## src/rtl/fid_pkg.sv

```systemverilog
package fid_pkg;

  // Strobes from control to datapath
  typedef struct packed {
    logic capture;   // load a new field identifier this cycle
    logic rawLevel;  // identifier before polarity handling
  } fidStrobe_t;

endpackage

```

## src/rtl/fid_sync.sv

```systemverilog
module fid_sync #(
  parameter int STAGES = 2
) (
  input  logic clk,
  input  logic rstN,
  input  logic din,
  output logic dout
);
  logic [STAGES-1:0] chain;

  generate
    if (STAGES == 1) begin : g_single
      always_ff @(posedge clk or negedge rstN) begin
        if (!rstN) chain <= '0;
        else       chain <= din;
      end
    end else begin : g_multi
      always_ff @(posedge clk or negedge rstN) begin
        if (!rstN) chain <= '0;
        else       chain <= {chain[STAGES-2:0], din};
      end
    end
  endgenerate

  assign dout = chain[STAGES-1];
endmodule

```

## src/rtl/fid_ctrl.sv

```systemverilog
module fid_ctrl
  import fid_pkg::*;
#(
  parameter int SYNC_STAGES = 2
) (
  input  logic       clk,
  input  logic       rstN,
  input  logic       hRefIn,
  input  logic       vRefIn,
  input  logic       edgeSelRise,
  input  logic       useDecoder,
  input  logic       decFid,
  input  logic       decFieldStart,
  output fidStrobe_t strobe
);
  logic hSync;
  logic vSync;
  logic vPrev;
  logic vRise;
  logic vFall;
  logic extEvent;

  fid_sync #(.STAGES(SYNC_STAGES)) hSync_i (
    .clk(clk), .rstN(rstN), .din(hRefIn), .dout(hSync)
  );

  fid_sync #(.STAGES(SYNC_STAGES)) vSync_i (
    .clk(clk), .rstN(rstN), .din(vRefIn), .dout(vSync)
  );

  always_ff @(posedge clk or negedge rstN) begin
    if (!rstN) vPrev <= 1'b0;
    else       vPrev <= vSync;
  end

  assign vRise    = vSync & ~vPrev;
  assign vFall    = ~vSync & vPrev;
  assign extEvent = edgeSelRise ? vRise : vFall;

  always_comb begin
    if (useDecoder) begin
      strobe.capture  = decFieldStart;
      strobe.rawLevel = decFid;
    end else begin
      strobe.capture  = extEvent;
      strobe.rawLevel = hSync;
    end
  end

  AST_EXT_NEEDS_VEDGE: assert property (@(posedge clk) disable iff (!rstN)
    (!useDecoder && strobe.capture) |-> (vSync != $past(vSync)));
  AST_DEC_BYPASS: assert property (@(posedge clk) disable iff (!rstN)
    (useDecoder && !decFieldStart) |-> !strobe.capture);
endmodule

```

## src/rtl/fid_datapath.sv

```systemverilog
module fid_datapath
  import fid_pkg::*;
(
  input  logic       clk,
  input  logic       rstN,
  input  fidStrobe_t strobe,
  input  logic       invertFid,
  output logic       fidOut,
  output logic       firstFieldPulse,
  output logic       secondFieldPulse
);
  logic nextFid;

  assign nextFid = strobe.rawLevel ^ invertFid;

  always_ff @(posedge clk or negedge rstN) begin
    if (!rstN) begin
      fidOut           <= 1'b0;
      firstFieldPulse  <= 1'b0;
      secondFieldPulse <= 1'b0;
    end else begin
      firstFieldPulse  <= strobe.capture & ~nextFid;
      secondFieldPulse <= strobe.capture & nextFid;
      if (strobe.capture) fidOut <= nextFid;
    end
  end

  AST_FID_HOLD: assert property (@(posedge clk) disable iff (!rstN)
    !strobe.capture |=> $stable(fidOut));
  AST_PULSE_NEEDS_CAPTURE: assert property (@(posedge clk) disable iff (!rstN)
    (firstFieldPulse || secondFieldPulse) |-> $past(strobe.capture));
endmodule

```

## src/rtl/fid_detect.sv

```systemverilog
module fid_detect
  import fid_pkg::*;
#(
  parameter int SYNC_STAGES = 2
) (
  input  logic clk,
  input  logic rstN,
  input  logic hRefIn,
  input  logic vRefIn,
  input  logic edgeSelRise,
  input  logic invertFid,
  input  logic useDecoder,
  input  logic decFid,
  input  logic decFieldStart,
  output logic fidOut,
  output logic firstFieldPulse,
  output logic secondFieldPulse
);
  fidStrobe_t strobe;

  fid_ctrl #(.SYNC_STAGES(SYNC_STAGES)) ctrl_i (
    .clk(clk), .rstN(rstN), .hRefIn(hRefIn), .vRefIn(vRefIn),
    .edgeSelRise(edgeSelRise), .useDecoder(useDecoder),
    .decFid(decFid), .decFieldStart(decFieldStart), .strobe(strobe)
  );

  fid_datapath dp_i (
    .clk(clk), .rstN(rstN), .strobe(strobe), .invertFid(invertFid),
    .fidOut(fidOut), .firstFieldPulse(firstFieldPulse),
    .secondFieldPulse(secondFieldPulse)
  );

  AST_PULSE_ONEHOT: assert property (@(posedge clk) disable iff (!rstN)
    $onehot0({firstFieldPulse, secondFieldPulse}));
  AST_FIRST_MEANS_ZERO: assert property (@(posedge clk) disable iff (!rstN)
    firstFieldPulse |-> !fidOut);
  AST_SECOND_MEANS_ONE: assert property (@(posedge clk) disable iff (!rstN)
    secondFieldPulse |-> fidOut);
  AST_RESET_CLEAR: assert property (@(posedge clk)
    !rstN |-> (!fidOut && !firstFieldPulse && !secondFieldPulse));
endmodule

```

## config.mk

```make
export PLATFORM = sky130hd
export DESIGN_NAME = fid_detect
export DESIGN_NICKNAME = d
export VERILOG_FILES = /design/src/rtl/fid_pkg.sv /design/src/rtl/fid_sync.sv /design/src/rtl/fid_ctrl.sv /design/src/rtl/fid_datapath.sv /design/src/rtl/fid_detect.sv
export SDC_FILE = /design/constraint.sdc
export NUM_CORES = 1
export LEC_CHECK = 0
export BUFFER_PORTS_ARGS = -buffer_cell sky130_fd_sc_hd__buf_4
export CORE_AREA = 2 2 39 41
export CTS_BUF_LIST = sky130_fd_sc_hd__clkbuf_16
export CTS_CLUSTER_DIAMETER = 150
export DETAILED_ROUTE_END_ITERATION = 7
export DIE_AREA = 0 0 41 43
export SETUP_SLACK_MARGIN = 0.05
export SLEW_MARGIN = 20
export SYNTH_ARGS = -nofsm -noshare
export SYNTH_HDL_FRONTEND = slang
export SYNTH_SLANG_ARGS = --single-unit
```

## constraint.sdc

```tcl
create_clock -name clk -period 1.4 [get_ports clk]
set_input_delay 0 -clock clk [delete_from_list [all_inputs] [get_ports clk]]
set_output_delay 0 -clock clk [all_outputs]
set_load 0.02 [all_outputs]
```

==> flow_summary.ini <==
[clock_network]
path_clk_slew_ps = 30
cts_tree = yes
cts_setup_buffers = 0
cts.sinks = 8
insertion_delay_ps = 230
cts_resized = 0
numCtsBuffers = 3
clockBufferDepth = 2
cts_hold_buf = 3
htreeDepth = 1
root_buffer = clkbuf_16

[placement]
placed_cell_area_sq_um = 384.1
place_congestion = 0.5765
pre_cts_ws_ps = 116.2
port_buffers = 11

[pwr]
leakage_nw = 0.2314
finalPower_mw = 0.8211
p_sw_share_pct = 18.13
p_switching_mw = 0.1489
power.density_nw_per_um2 = 1678
clkPwrFrac_pct = 56.7
p_seq_share_pct = 31.7
ir_drop_mv = 0.6062
p_comb_share_pct = 11.6
p_int_mw = 0.6722

[global_routing]
grtUsageMet3_pct = 6.806
overflow = 0
grt_pass1_wl_um = 869
gr-usage-met1_pct = 6.000
grt_pass1_vias = 220
top_usage_layer = met2
grt_usage_pct = 9.036
grt_max_degree = 9
antenna_found_initial = 0
gr-usage-met2_pct = 12.50

[timing]
worst_pin_slew_ps = 326.9
whs_ps = 57.37
finalSetupTns_ps = 0
max_freq_mhz = 777.3
slew_viol_final = 0
slew_headroom_pct = 77.90
period_needed_ps = 1287
fin_ws_ps = 113.4
hold_viol_final = 0
setup_violations = 0
fin_crit_sh_pct = 91.90
skew_ps = 0.4315
rsz0062_at_grt = no

[synthesis]
synth_cell_types = 9
ys_warn_count = 0
synth.ff_latch_count = 8
synthCells = 17
syn_area_sq_um = 281.5
synth_top_area_share_pct = 71.11
synth_area_leader_cell = dfrtp_1
synth_area_leaders = dfrtp_1, mux2_4, a211oi_2
synth.avg_cell_area_sq_um = 16.56
synth-seq-area-share_pct = 71.11
synth_fp_nets = 26

[routing]
dr.pass1.iters = 4
drtIter0Drc = 6
ant_nets = 0
via_per_inst = 4.120
wire_per_inst_um = 11.00
vias = 206
wl_um = 550
drc = 0

[cells_and_area]
area_growth_syn_to_layout_pct = 73.78
final_area_sq_um = 489.2
fill_cells = 138
final_nets = 45
drive_gt1_share_pct = 47.06
n_antenna_cell = 0

[floorplanning]
start_util_pct = 20.34
ios = 12
die-area_sq_um = 1763
core_sq_um = 1384
std_cell_rows = 14
die_w_um = 41
die_y_um = 43

[worst_setup_path]
critPathKind = register to register
required_ps = 1510
crit_path_end_kind = register
cp-start-kind = register
arrival_ps = 1390
crit_fanout = 3

[outcome]
status = complete, no violations

[job]
cap_violations = 0

[worst_hold_path]
hp-class = input port to register
[layer usage]
metal	routed length, um	vias to the layer above
met5	0	-
met4	17	0
met3	89	2
met2	252	14
met1	190	97
li1	-	93
[final cells by class]
type | count | area [sq um] | share of cell area [%]
well taps | 16 | 20.02 | 4.092
clock buffers | 3 | 75.07 | 15.35
repair buffers | 14 | 112.6 | 23.02
multi-input cells | 9 | 81.33 | 16.62
flip-flops and latches | 8 | 200.2 | 40.92
[cell usage after synthesis]
master	n
xor2_1	1
nor4bb_1	1
mux2i_1	1
xnor2_1	1
nor4b_1	1
nor2_1	2
mux2_4	1
a211oi_2	1
dfrtp_1	8
[layout by cell type, fill, tap and decap left out]
cell type / Yosys / layout
nor4bb_1: 1 / 1
buf_4: 0 / 11
clkbuf_16: 0 / 3
mux2i_1: 1 / 1
xnor2_1: 1 / 1
xor2_1: 1 / 1
nor4b_1: 1 / 1
nor2_1: 2 / 2
a211oi_2: 1 / 1
dfrtp_1: 8 / 8
dlygate4sd3_1: 0 / 3
mux2_4: 1 / 1
[stage by stage]
stage | instances | utilization (%)
floorplan | 17 | -
global placement | 44 | 27.76
detailed placement | 44 | 27.76
CTS | 50 | 35.35
global route | 50 | 35.35
finish | 50 | 35.35
[flip-flops by register name (all words and copies together) (netlist names)]
signal                 flops
ctrl_i.vPrev               1
ctrl_i.vSync_i.chain       2
ctrl_i.hSync_i.chain       2
dp_i.secondFieldPulse      1
dp_i.firstFieldPulse       1
dp_i.fidOut                1
[power by group through the flow]
stage               Sequential (mW)  Combinational [mW]  Clock, mW
floorplan                     0.276              0.0276          0
global placement              0.261              0.0869          0
detailed placement            0.263              0.0897          0
CTS                           0.261              0.0971      0.478
global route                  0.262               0.103      0.494
finish                        0.260              0.0952      0.466
[logic make-up (layout without fill, tap and decap cells)]
kind of cell	after synthesis	in the layout	share of synthesized area [%]
simple gates	4	4	9.335
compound gates	1	1	4.444
mux	2	2	8.887
buf+inv	0	17	0
xor+xnor	2	2	6.223
flops	8	8	71.11
[final timing paths]
kind | from | to | slack, ps | depth (start not counted)
setup / recovery | ctrl_i.vSync_i.chain[1]$_DFF_PN0_ | dp_i.fidOut$_DFFE_PN0P_ | 110 | 3
hold / removal | decFieldStart | dp_i.firstFieldPulse$_DFF_PN0_ | 60 | 3
setup reg to reg | ctrl_i.vSync_i.chain[1]$_DFF_PN0_ | dp_i.fidOut$_DFFE_PN0P_ | 110 | 3
hold reg to reg | ctrl_i.hSync_i.chain[0]$_DFF_PN0_ | ctrl_i.hSync_i.chain[1]$_DFF_PN0_ | 350 | 0
max in group asynchronous | rstN | ctrl_i.hSync_i.chain[1]$_DFF_PN0_ | 1150 | 2
min in group asynchronous | rstN | ctrl_i.vPrev$_DFF_PN0_ | 130 | 2
[critical path: stages (launching register included)]
cell and delay, ps:
dfrtp_1 380, nor4b_1 360, a211oi_2 110, mux2_4 310
Note: power is estimated with default switching activity, not from simulation.
